## src/rtl/flash_seq_pkg.sv

```systemverilog
`timescale 1ns/1ps
package flash_seq_pkg;

    typedef enum logic [2:0] {
        OP_NONE   = 3'd0,
        OP_READ   = 3'd1,
        OP_PROG   = 3'd2,
        OP_PERASE = 3'd3,
        OP_MERASE = 3'd4
    } op_e;

    typedef enum logic [3:0] {
        S_IDLE,
        S_READ,
        S_SETUP,
        S_PGSET,
        S_PULSE,
        S_PGHOLD,
        S_ERASE,
        S_NVHOLD,
        S_RECOVER
    } state_e;

    typedef struct packed {
        logic xe;
        logic ye;
        logic se;
        logic oe;
        logic prog;
        logic erase;
        logic mas;
        logic nvstr;
    } strobe_t;

endpackage

```

## src/rtl/flash_seq_timer.sv

```systemverilog
`timescale 1ns/1ps
module flash_seq_timer #(
    parameter int CW = 4
) (
    input  logic          clk,
    input  logic          rst_n,
    input  logic          load,
    input  logic [CW-1:0] load_val,
    output logic          expired
);
    logic [CW-1:0] cnt;

    always_ff @(posedge clk) begin
        if (!rst_n) begin
            cnt <= '0;
        end else if (load) begin
            cnt <= load_val;
        end else if (cnt != '0) begin
            cnt <= cnt - 1'b1;
        end
    end

    assign expired = (cnt == '0);
endmodule

```

## src/rtl/flash_seq_strobe.sv

```systemverilog
`timescale 1ns/1ps
module flash_seq_strobe
    import flash_seq_pkg::*;
(
    input  state_e  state,
    input  logic    is_erase,
    input  logic    is_mass,
    output strobe_t stb
);
    always_comb begin
        stb = '0;
        unique case (state)
            S_IDLE: ;
            S_READ: begin
                stb.xe = 1'b1;
                stb.ye = 1'b1;
                stb.se = 1'b1;
                stb.oe = 1'b1;
            end
            S_SETUP: begin
                stb.xe    = 1'b1;
                stb.prog  = !is_erase;
                stb.erase = is_erase;
                stb.mas   = is_mass;
            end
            S_PGSET, S_PGHOLD: begin
                stb.xe    = 1'b1;
                stb.prog  = 1'b1;
                stb.nvstr = 1'b1;
            end
            S_PULSE: begin
                stb.xe    = 1'b1;
                stb.ye    = 1'b1;
                stb.prog  = 1'b1;
                stb.nvstr = 1'b1;
            end
            S_ERASE: begin
                stb.xe    = 1'b1;
                stb.erase = 1'b1;
                stb.nvstr = 1'b1;
                stb.mas   = is_mass;
            end
            S_NVHOLD: begin
                stb.xe    = 1'b1;
                stb.nvstr = 1'b1;
                stb.mas   = is_mass;
            end
            S_RECOVER: ;
            default: stb = '0;
        endcase
    end
endmodule

```

## src/rtl/flash_seq.sv

```systemverilog
`timescale 1ns/1ps
module flash_seq
    import flash_seq_pkg::*;
#(
    parameter int ADDR_W  = 12,
    parameter int COL_W   = 8,
    parameter int DATA_W  = 16,
    parameter int T_NVS   = 3,
    parameter int T_PGS   = 2,
    parameter int T_PROG  = 5,
    parameter int T_PGH   = 2,
    parameter int T_NVH   = 3,
    parameter int T_NVH1  = 4,
    parameter int T_ERASE = 6,
    parameter int T_ME    = 8,
    parameter int T_RCV   = 3
) (
    input  logic                    clk,
    input  logic                    rst_n,
    input  logic                    start,
    input  logic [2:0]              op,
    input  logic [ADDR_W-1:0]       addr,
    input  logic [DATA_W-1:0]       wdata,
    output logic                    busy,
    output logic                    done,
    output logic                    rvalid,
    output logic [DATA_W-1:0]       rdata,
    output logic                    fa_xe,
    output logic                    fa_ye,
    output logic                    fa_se,
    output logic                    fa_oe,
    output logic                    fa_prog,
    output logic                    fa_erase,
    output logic                    fa_mas,
    output logic                    fa_nvstr,
    output logic [ADDR_W-COL_W-1:0] fa_xadr,
    output logic [COL_W-1:0]        fa_yadr,
    output logic [DATA_W-1:0]       fa_din,
    input  logic [DATA_W-1:0]       fa_dout
);
    function automatic int imax(input int a, input int b);
        return (a > b) ? a : b;
    endfunction

    localparam int T_MAX = imax(imax(imax(T_NVS, T_PGS), imax(T_PROG, T_PGH)),
                                imax(imax(T_NVH, T_NVH1), imax(imax(T_ERASE, T_ME), T_RCV)));
    localparam int CW = $clog2(T_MAX + 1);

    localparam logic [CW-1:0] L_NVS   = CW'(T_NVS - 1);
    localparam logic [CW-1:0] L_PGS   = CW'(T_PGS - 1);
    localparam logic [CW-1:0] L_PROG  = CW'(T_PROG - 1);
    localparam logic [CW-1:0] L_PGH   = CW'(T_PGH - 1);
    localparam logic [CW-1:0] L_NVH   = CW'(T_NVH - 1);
    localparam logic [CW-1:0] L_NVH1  = CW'(T_NVH1 - 1);
    localparam logic [CW-1:0] L_ERASE = CW'(T_ERASE - 1);
    localparam logic [CW-1:0] L_ME    = CW'(T_ME - 1);
    localparam logic [CW-1:0] L_RCV   = CW'(T_RCV - 1);

    state_e              state, nxt;
    op_e                 op_in, op_q;
    logic [ADDR_W-1:0]   addr_q;
    logic [DATA_W-1:0]   data_q;
    logic [DATA_W-1:0]   rdata_q;
    logic                rvalid_q, done_q;
    logic                expired, ld;
    logic [CW-1:0]       ld_val;
    logic                is_erase, is_mass, accept;
    strobe_t             stb;

    assign op_in    = op_e'(op);
    assign is_mass  = (op_q == OP_MERASE);
    assign is_erase = (op_q == OP_PERASE) || is_mass;
    assign accept   = (state == S_IDLE) && (nxt != S_IDLE);

    always_comb begin
        nxt = state;
        unique case (state)
            S_IDLE: begin
                if (start) begin
                    case (op_in)
                        OP_READ:                      nxt = S_READ;
                        OP_PROG, OP_PERASE, OP_MERASE: nxt = S_SETUP;
                        default:                      nxt = S_IDLE;
                    endcase
                end
            end
            S_READ:    nxt = S_IDLE;
            S_SETUP:   if (expired) nxt = is_erase ? S_ERASE : S_PGSET;
            S_PGSET:   if (expired) nxt = S_PULSE;
            S_PULSE:   if (expired) nxt = S_PGHOLD;
            S_PGHOLD:  if (expired) nxt = S_NVHOLD;
            S_ERASE:   if (expired) nxt = S_NVHOLD;
            S_NVHOLD:  if (expired) nxt = S_RECOVER;
            S_RECOVER: if (expired) nxt = S_IDLE;
            default:   nxt = S_IDLE;
        endcase
    end

    always_comb begin
        ld     = (nxt != state);
        ld_val = '0;
        unique case (nxt)
            S_SETUP:   ld_val = L_NVS;
            S_PGSET:   ld_val = L_PGS;
            S_PULSE:   ld_val = L_PROG;
            S_PGHOLD:  ld_val = L_PGH;
            S_ERASE:   ld_val = is_mass ? L_ME : L_ERASE;
            S_NVHOLD:  ld_val = is_mass ? L_NVH1 : L_NVH;
            S_RECOVER: ld_val = L_RCV;
            S_IDLE, S_READ: ld_val = '0;
            default:   ld_val = '0;
        endcase
    end

    always_ff @(posedge clk) begin
        if (!rst_n) begin
            state <= S_IDLE;
        end else begin
            state <= nxt;
        end
    end

    always_ff @(posedge clk) begin
        if (!rst_n) begin
            op_q     <= OP_NONE;
            addr_q   <= '0;
            data_q   <= '0;
            rdata_q  <= '0;
            rvalid_q <= 1'b0;
            done_q   <= 1'b0;
        end else begin
            if (accept) begin
                op_q   <= op_in;
                addr_q <= addr;
                data_q <= wdata;
            end
            if (state == S_READ) begin
                rdata_q <= fa_dout;
            end
            rvalid_q <= (state == S_READ);
            done_q   <= (state == S_READ) || ((state == S_RECOVER) && expired);
        end
    end

    flash_seq_timer #(.CW(CW)) u_timer (
        .clk      (clk),
        .rst_n    (rst_n),
        .load     (ld),
        .load_val (ld_val),
        .expired  (expired)
    );

    flash_seq_strobe u_strobe (
        .state    (state),
        .is_erase (is_erase),
        .is_mass  (is_mass),
        .stb      (stb)
    );

    assign busy     = (state != S_IDLE);
    assign done     = done_q;
    assign rvalid   = rvalid_q;
    assign rdata    = rdata_q;
    assign fa_xe    = stb.xe;
    assign fa_ye    = stb.ye;
    assign fa_se    = stb.se;
    assign fa_oe    = stb.oe;
    assign fa_prog  = stb.prog;
    assign fa_erase = stb.erase;
    assign fa_mas   = stb.mas;
    assign fa_nvstr = stb.nvstr;
    assign fa_xadr  = addr_q[ADDR_W-1:COL_W];
    assign fa_yadr  = is_erase ? '0 : addr_q[COL_W-1:0];
    assign fa_din   = data_q;
endmodule

```

## config.mk

```make
export PLATFORM = sky130hd
export DESIGN_NAME = flash_seq
export DESIGN_NICKNAME = d
export VERILOG_FILES = /design/src/rtl/flash_seq_pkg.sv /design/src/rtl/flash_seq_timer.sv /design/src/rtl/flash_seq_strobe.sv /design/src/rtl/flash_seq.sv
export SDC_FILE = /design/constraint.sdc
export NUM_CORES = 1
export LEC_CHECK = 0
export BUFFER_PORTS_ARGS = -buffer_cell sky130_fd_sc_hd__buf_2
export CORE_ASPECT_RATIO = 0.6
export CORE_UTILIZATION = 53
export DETAILED_ROUTE_END_ITERATION = 16
export GPL_TIMING_DRIVEN = 0
export HOLD_SLACK_MARGIN = 0.02
export PLACE_DENSITY_LB_ADDON = 0.15
export SLEW_MARGIN = 20
export SYNTH_ARGS = -nofsm -noshare
export SYNTH_HDL_FRONTEND = slang
export SYNTH_HIERARCHICAL = 1
export SYNTH_SLANG_ARGS = --single-unit
export TNS_END_PERCENT = 100
```

## constraint.sdc

```tcl
create_clock -name clk -period 4.78 [get_ports clk]
set_clock_uncertainty 0.2 [all_clocks]
set_input_delay 0.956 -clock clk [delete_from_list [all_inputs] [get_ports clk]]
set_output_delay 0.956 -clock clk [all_outputs]
set_load 0.05 [all_outputs]
```

Word-level counts from Yosys, hierarchy flattened

Index checks and enable logic that the tools add are counted.

Add/subtract/negate cells: 1
Multiply operators: 0
Divide/modulo/power cells: 0
Magnitude comparators: 0
Equality and inequality tests: 22
Shifts and indexed selects: 0
Muxes and demuxes: 23
Bitwise logic cells: 0
Reduce and logical (&&, ||, !) cells: 20

Operators by type and width:

| cell                  | number |
|---|---|
| $mux W4               | 9 |
| $eq A4 B3 Y1 const B  | 8 |
| $pmux W4 S7           | 1 |
| $eq A4 B2 Y1 const B  | 4 |
| $pmux W3 S5           | 1 |
| $reduce_bool A4 Y1    | 3 |
| $eq A3 B2 Y1 const B  | 3 |
| $reduce_or A3 Y1      | 3 |
| $eq A4 B4 Y1 const B  | 2 |
| $logic_not A4 Y1      | 2 |
| $mux W8               | 1 |
| $reduce_or A2 Y1      | 4 |
| $reduce_or A7 Y1      | 1 |
| $eq A3 B3 Y1 const B  | 2 |
| $mux W1               | 5 |
| $reduce_or A5 Y1      | 1 |
| $eq A4 B1 Y1 const B  | 1 |
| $mux W2               | 2 |
| $ne A4 B4 Y1          | 1 |
| $pmux W1 S2           | 2 |
| $pmux W2 S2           | 1 |
| $sub A4 B1 Y4 const B | 1 |
| $eq A3 B1 Y1 const B  | 1 |
| $mux W3               | 1 |
| 4 further kinds       | 6 |

Register bits after elaboration: 57
Latch bits: 0
Bits in writable memories: 0
Memory bits (read-only): 0
Output and inout port bits: 55
Memories: 0

Depth between registers and ports, before layout

Gate-level depths: netlist of the first run.

Depth in word-level cells: 9
Gate-level depth with buffers: 11

Modules after synthesis

The synthesis of the first run kept the hierarchy.

By module, submodules not included:

| module           | times used | cells an instance | area an instance (um^2) |
|---|---|---|---|
| flash_seq        | 1          | 304               | 2,560.0 |
| flash_seq_timer  | 1          | 23                | 230.2 |
| flash_seq_strobe | 1          | 16                | 112.6 |

Worst setup path before layout of the first run

No wires, ideal clock.

Kind: register to output
From: register state[2]
To: output fa_se
Data arrival time: 1.984 ns
Slack: 1.640 ns
Stages on the path, launching flop included: 4
Cell sequence: dfxtp_1 > nand2b_1 > nor3_1 > buf_4

Cells in the longest elaborated chain, start to end: 2

Ends and longest elaborated chain:

| what                     | line                   | RTL |
|---|---|---|
| start: declaration       | flash_seq.sv:59        | `state_e state, nxt;` |
| start signal: assignment | flash_seq.sv:119       | `state <= nxt;` |
| $eq A4 B1 Y1             | flash_seq_strobe.sv:12 | `unique case (state)` |
| $mux W2                  | flash_seq_strobe.sv:12 |  |
| end: declaration         | flash_seq.sv:30        | `output logic fa_se,` |

Every way passes these cells.

Worst setup path after layout of the first run

From: register u_timer.cnt[0]
To: register u_timer.cnt[3]

Cells in the longest elaborated chain, start to end: 5

Ends and longest elaborated chain:

| what                                                 | line                  | RTL |
|---|---|---|
| start: declaration                                   | flash_seq_timer.sv:11 | `logic [CW-1:0] cnt;` |
| start signal: assignment                             | flash_seq_timer.sv:17 | `cnt <= load_val;` |
| start signal: assignment                             | flash_seq_timer.sv:19 | `cnt <= cnt - 1'b1;` |
| $logic_not A4 Y1 (*)                                 | flash_seq_timer.sv:23 | `assign expired = (cnt == '0);` |
| named net expired                                    | flash_seq.sv:65       | `logic expired, ld;` |
| $mux W4 (tied with other cells)                      | flash_seq.sv:94       | `S_RECOVER: if (expired) nxt = S_IDLE;` |
| $pmux W4 S7 (*)                                      | flash_seq.sv:77       | `unique case (state)` |
| $ne A4 B4 Y1 (*)                                     | flash_seq.sv:100      | `ld = (nxt != state);` |
| named net ld                                         | flash_seq.sv:65       |  |
| $mux W4 / $reduce_bool A2 Y1 (equally long branches) | -                     |  |

Mark *: on every way through the listed nets, which the timed path passes. The rest lies on a longest branch. The select of a mux whose other input is x is not followed.
A chain may end at the register's enable or synchronous reset.

==> results_dict.tcl, run 1 <==
set metrics [dict create \
    avgSynthCellArea_um2 8.46 \
    grt_pass1_wl_um 11000 \
    min_from "rdata[2]" \
    comb_power_share_pct 60.7 \
    drt_pass1_iterations 5 \
    clock_sinks 57 \
    min_to "rdata[2]" \
    syn-num-nets 394 \
    totalWireLength_um 6840 \
    async_reset_ff_share_pct 0 \
    ant_nets 0 \
    via_per_inst 5.16 \
    synth_area_leaders "dfxtp_1 39%, nand2_1 13%, mux2i_1 12%" \
    final_max_slew_viol_count 0 \
    netlist_area_um2 2900 \
    critPathRequiredTime_ns 4.78 \
    max_slew_margin_pct 53.6 \
    start_kind "flip-flop" \
    start_util_pct 56.3 \
    synth-seq-area-share_pct 39.3 \
    status "complete, no violations" \
    crit_path_max_incr_delay_ns 0.48 \
    yosys.cell_count.top_type "nand2_1" \
    numCtsBuffers 9 \
    insertion_delay_ns 0.33 \
    cts-root-buf "clkbuf_8" \
    yosys.area.top_type "dfxtp_1" \
    crit_type "reg -> reg" \
    hold_depth 2 \
    die_h_um 59.3 \
    routed-via-count 2730 \
    swShare_pct 48.0 \
    synth_cell_type_count 58 \
    period_minus_slack_ns 3.29 \
    multi_input_area_um2 1520 \
    synth_top_area_share_pct 39.3 \
    setup_viol 0 \
    hold_viol_final 0 \
    antenna_found_initial 0 \
    drtIter0Drc 145 \
    path_buf_inv 1 \
    synthCells 343 \
    setup_ws_ns 1.49 \
    grt_pass1_vias 2349 \
    core_um2 5150 \
    r2r_end "u_timer/cnt[3]" \
    max_freq_mhz 304 \
    synthFlopType "dfxtp_1" \
    arrival_ns 3.29 \
    cts_tree "yes" \
    slowest_stage "o311ai_2" \
    hold_path_class "reg -> reg" \
    pwr_density_cell_nw_per_um2 831 \
    ys_ff_latch 57 \
    netlist_top_cells_count "101 x nand2_1, 57 x dfxtp_1, 34 x mux2i_1, 19 x a21oi_1, 17 x nor2_1" \
    pin_count 105 \
    die_w_um 97.5 \
    rsz0062_at_grt "false" \
    crit_fanout 7 \
    end_kind "flip-flop" \
    area_delta_synth_final_pct 27.9 \
    place_ws_ns 1.59 \
    diodes 0 \
    rr_worst_depth 10 \
    fillers 402 \
    grt-ovfl-total 0 \
    num-nets-final 509 \
    grt_use_total_pct 24.3 \
    hpwl_um 5110 \
    die_area_um2 5790 \
    seqCellArea_um2 1140 \
    critPathTopFamily "simple AND/OR/NAND/NOR gates" \
    io_buffers 104 \
    p_seq_share_pct 24.5 \
    place.gp.congestion 0.928 \
    synth_warnings 6 \
    ir_drop_mv 0.520 \
    finalSetupTns_ns 0 \
    clkPwrFrac_pct 14.9 \
    cts_buffer_depth 2 \
    hold_buffers 0 \
    stdcell_count 529 \
    p_leak_nw 1.78 \
    dp.cells 513 \
    post-cts-setup-buffers 0 \
    grt_max_degree 15 \
    worst_pin_slew_ns 0.689 \
    path_cells "inv_1 -> ha_1 -> nor3b_4 -> and2_2 -> nand2_1 -> o311ai_2 -> mux2_2 -> o211ai_1 -> nand2b_1 -> o31ai_1" \
    rrSetupSlack_ns 1.49 \
    reg2reg_from "u_timer/cnt[0]" \
    drive_gt1_share_pct 33.5 \
    total_power_mw 3.08 \
    p_int_mw 1.60 \
    period_share_pct 68.8 \
    wl_per_cell_um 12.9 \
    rows 20 \
    cap_violations 0 \
    path_clk_slew_ns 0.06 \
    synth_edf_count 0 \
    h-tree-depth 3 \
    postCtsResizedCells 0 \
    post-route-drc-count 0 \
    p_sw_mw 1.48 \
]
==> worst max path at each step <==
| stage | from | endpoint | slack, ns | cells past startpoint |
|---|---|---|---|---|
| 3_3_place_gp | u_timer/cnt[0] | u_timer/cnt[3] | 1.61 | 10 |
| 3_5_place_dp | u_timer/cnt[0] | u_timer/cnt[3] | 1.59 | 10 |
| 2_1_floorplan | state[2] | fa_se | 1.64 | 3 |
| 6_report | u_timer/cnt[0] | u_timer/cnt[3] | 1.49 | 10 |
| 5_1_grt | u_timer/cnt[0] | u_timer/cnt[0] | 1.22 | 10 |
| 4_1_cts | u_timer/cnt[0] | u_timer/cnt[3] | 1.55 | 10 |
==> power groups by stage <==
stage	sequential [mW]	combinational (mW)	clock, mW
4_1_cts	0.753	1.87	0.467
6_report	0.754	1.87	0.459
3_5_place_dp	0.761	1.87	0
3_3_place_gp	0.754	1.85	0
2_1_floorplan	1.06	1.23	0
5_1_grt	0.775	1.98	0.492
==> layout make-up <==
cell class	instances	share of cell area (%)
multi-input combinational	249	41.0
tap	66	2.22
clock buffer	12	4.18
clock inverter	4	1.38
timing repair buffer	104	14.0
inverter	8	0.809
sequential	57	30.7
buffer	29	5.70
==> registers in the layout, indices dropped and copies added, names as in the netlist <==
signal,cells
fa_din,16
rdata,16
addr_q,12
state,4
u_timer/cnt,4
op_q,3
done,1
rvalid,1
==> cells by family (layout without fill, tap and decap cells) <==
family          count (synthesis)  after routing  synth area share [%]
simple gates                  165            165                  27.5
xor+xnor                        4              4                  1.21
other cells                     1              1                 0.129
buf+inv                        37            157                  8.32
mux                            36             36                  12.5
flops                          57             57                  39.3
fa+ha+maj                       1              1                 0.431
compound gates                 42             42                  10.6
==> per-layer routing <==
layer | track usage, % | wire [µm]
met1 | 33.9 | 3450
met2 | 36.5 | 2760
met3 | 8.49 | 540
met4 | 5.67 | 79
met5 | 0 | 0
==> tightest hold or removal path, cell delays in order, from the launching register on <==
cell,delay (ns)
dfxtp_1,0.30
nand2_1,0.05
a21oi_1,0.05
==> stage by stage <==
stage / hold slack (ns) / cell area, µm² / util [%]
floorplan: 0.230 / 2900 / -
global placement: 0.238 / 3510 / 68.0
detailed placement: 0.247 / 3510 / 68.0
CTS: 0.255 / 3710 / 72.0
global route: 0.271 / 3710 / 72.0
finish: 0.252 / 3710 / 72.0
==> cells in the final DEF (no fill, tap or decap), types with 2 or more instances in the layout <==
cell / count
buf_2: 105
nand2_1: 101
dfxtp_1: 57
mux2i_1: 34
a21oi_1: 19
nor2_1: 17
clkbuf_1: 15
clkbuf_8: 11
and3_1: 9
buf_4: 8
inv_1: 8
nand3_1: 5
nand2b_1: 5
nor3_1: 4
xnor2_1: 4
buf_6: 3
a31oi_1: 3
buf_12: 3
nand3b_1: 2
and2_2: 2
o21ai_0: 2
nor2b_1: 2
o211ai_1: 2
mux2_2: 2
nor3_2: 2
Power figures use the tool's default switching activity.
==> run 2, diff against run 1 <==
Settings changed: ABC_AREA set to 1, CORE_UTILIZATION 53 to 45.
Clock period 4.78 ns to 2.9 ns, I/O delays scaled along.
==> run 2 against run 1 <==
Sequential power is 56% higher. Clock power is 130% higher. Worst hold slack better by 0.032 ns. Global-route usage is 1.9 points lower. Sequential share of layout area is 2.3 points lower. Via count is 16% higher. Die area is 23% higher. First-iteration DRC count is 6.9% lower. Cell count is 27% higher. Largest power group unchanged.
==> results_dict.tcl, run 2 <==
set metrics [dict create \
    synth-seq-area-share_pct 37.5 \
    wl_per_cell_um 11.3 \
    insertion_delay_ns 0.32 \
    critPathRequiredTime_ns 2.91 \
    io_buffers 104 \
    path_clk_slew_ns 0.05 \
    syn-num-nets 517 \
    netlist_top_cells_count "115 x nor2_1, 64 x nand2_1, 63 x inv_1, 57 x dfxtp_1, 50 x nand3_1" \
    hpwl_um 5740 \
    core_um2 6330 \
    ys_ff_latch 57 \
    crit_type "reg -> reg" \
    yosys.area.top_type "dfxtp_1" \
    max_freq_mhz 369 \
    setup_viol 0 \
    routed-via-count 3172 \
    max_slew_margin_pct 64.3 \
    reg2reg_from "u_timer/cnt[0]" \
    crit_path_frequent_cell "nand2_1" \
    synthCells 466 \
    status "complete, no violations" \
    arrival_ns 2.71 \
    drt_pass1_iterations 4 \
    cts-root-buf "clkbuf_16" \
    grt_use_total_pct 22.4 \
    slowest_stage "dfxtp_1" \
    cts_buffer_depth 2 \
    critPathCapture "u_timer/cnt[1]" \
    layout_common_cells "115 x nor2_1, 107 x buf_2, 64 x nand2_1" \
    via_per_inst 4.73 \
    rrSetupSlack_ns 0.19 \
    crit_fanout 9 \
    area_delta_synth_final_pct 31.9 \
    pin_count 105 \
    synthFlopType "dfxtp_1" \
    netlist_area_um2 3040 \
    post-route-drc-count 0 \
    fin_area_um2 4020 \
    rows 22 \
    grt_max_degree 11 \
    hold_path_class "in -> reg" \
    period_share_pct 93.4 \
    grt_pass1_wl_um 12400 \
    grt-ovfl-total 0 \
    avgSynthCellArea_um2 6.53 \
    h-tree-depth 3 \
    diodes 0 \
    die_w_um 108 \
    clock_sinks 57 \
    drtIter0Drc 135 \
    end_kind "flip-flop" \
    ir_drop_mv 0.562 \
    path_cells "inv_1 -> ha_4 -> nand2_1 -> nor2_1 -> buf_4 -> inv_1 -> o211ai_1 -> nand2_1 -> nor2_4 -> xor2_1 -> nand3_2 -> inv_4 -> nand3_2 -> nand2_1 -> a21oi_1" \
    stdcell_count 670 \
    setup.worst_path.start "u_timer/cnt[0]" \
    die_area_um2 7110 \
    die_h_um 65.7 \
    dp.cells 654 \
    hold_viol_final 0 \
    yosys.cell_count.top_type "nor2_1" \
    rr_worst_depth 15 \
    cap_violations 0 \
    antenna_found_initial 0 \
    r2r_end "u_timer/cnt[1]" \
    totalWireLength_um 7560 \
    pwr_density_cell_nw_per_um2 1150 \
    placed_area_um2 3670 \
    cts_tree "yes" \
    start_util_pct 48.1 \
    synth_top_area_share_pct 37.5 \
    period_minus_slack_ns 2.71 \
    final_max_slew_viol_count 0 \
    fillers 604 \
    final_common_cell "nor2_1" \
    drive_gt1_share_pct 31.4 \
    synth_edf_count 0 \
    synth_cell_type_count 32 \
    start_kind "flip-flop" \
    grt_pass1_vias 2832 \
    finalSetupTns_ns 0 \
    timing.hold.ws_ns 0.284 \
    numCtsBuffers 9 \
    crit_path_max_incr_delay_ns 0.32 \
    synth_area_leaders "dfxtp_1 37%, nor2_1 14%, nand3_1 8.2%" \
    p_leak_nw 2.19 \
    rsz0062_at_grt "false" \
    async_reset_ff_share_pct 0 \
    num-nets-final 633 \
    place.gp.congestion 0.873 \
    synth_warnings 6 \
    worst_pin_slew_ns 0.532 \
    ant_nets 0 \
]
-- run 2: through the flow --
step           setup slack [ns]  power (mW)  utilization (%)
2_1_floorplan             0.392        3.05                -
3_3_place_gp             0.0517        3.51             58.0
3_5_place_dp           -0.00505        3.55             58.0
4_1_cts                  0.0399        4.63             62.9
5_1_grt                  0.0147        4.94             63.4
6_report                  0.191        4.64             63.4
-- run 2: worst min path at each step --
stage	start	slack, ns	endpoint	cells past startpoint
final	fa_dout[12]	0.28	rdata[12]	3
after global routing	fa_dout[0]	0.28	rdata[0]	3
after CTS	fa_dout[9]	0.28	rdata[9]	3
after detailed placement	fa_din[7]	0.28	fa_din[7]	2
after global placement	fa_din[7]	0.26	fa_din[7]	2
after floorplan	addr_q[3]	0.26	addr_q[3]	2
-- run 2: where the power goes --
group / switching, mW / internal [mW] / total, mW
combinational: 1.71 / 0.699 / 2.41
sequential: 0.157 / 1.02 / 1.18
clock: 0.347 / 0.705 / 1.05
total: 2.21 / 2.43 / 4.64
-- run 2: layout make-up --
class                      instances  area [µm²]  area share (%)
buffer                            23         161            4.02
clock buffer                      11         253            6.29
clock inverter                     4        52.6            1.31
inverter                          69         262            6.51
multi-input combinational        317        1510            37.7
sequential                        57        1140            28.4
tap                               84         105            2.62
timing repair buffer             105         528            13.2
-- run 2: kinds of logic after synthesis --
group                    count (synthesis)  share of synthesized area (%)
buffers and inverters                   92                           13.7
XOR/XNOR                                 1                          0.288
other                                    1                          0.123
flip-flops                              57                           37.5
AO/OA/AOI/OAI                           40                           7.15
AND/OR/NAND/NOR                        274                           40.8
adder cells (fa/ha/maj)                  1                          0.411
-- run 2: critical path: cells and delay by family (launching register included) --
kind | cells | cell delay (ns)
simple gates | 7 | 0.86
buf+inv | 4 | 0.54
flops | 1 | 0.32
compound gates | 2 | 0.29
xor+xnor | 1 | 0.19
fa+ha+maj | 1 | 0.18
-- run 2: timing repair --
action | 4_1_cts | 5_1_grt
gates resized for setup | 2 | 9
hold buffers | 0 | 0
endpoints found under the setup margin | 2 | 6
buffers inserted | 0 | 1
pin swaps | 0 | 3
-- run 2: metal layers --
metal,share of wire [%],GRT usage (%),up-vias
met5,0,0,-
met4,0.41,5.65,0
met3,7.8,7.54,5
met2,43,35.4,87
met1,49,29.3,1411
li1,-,-,1669
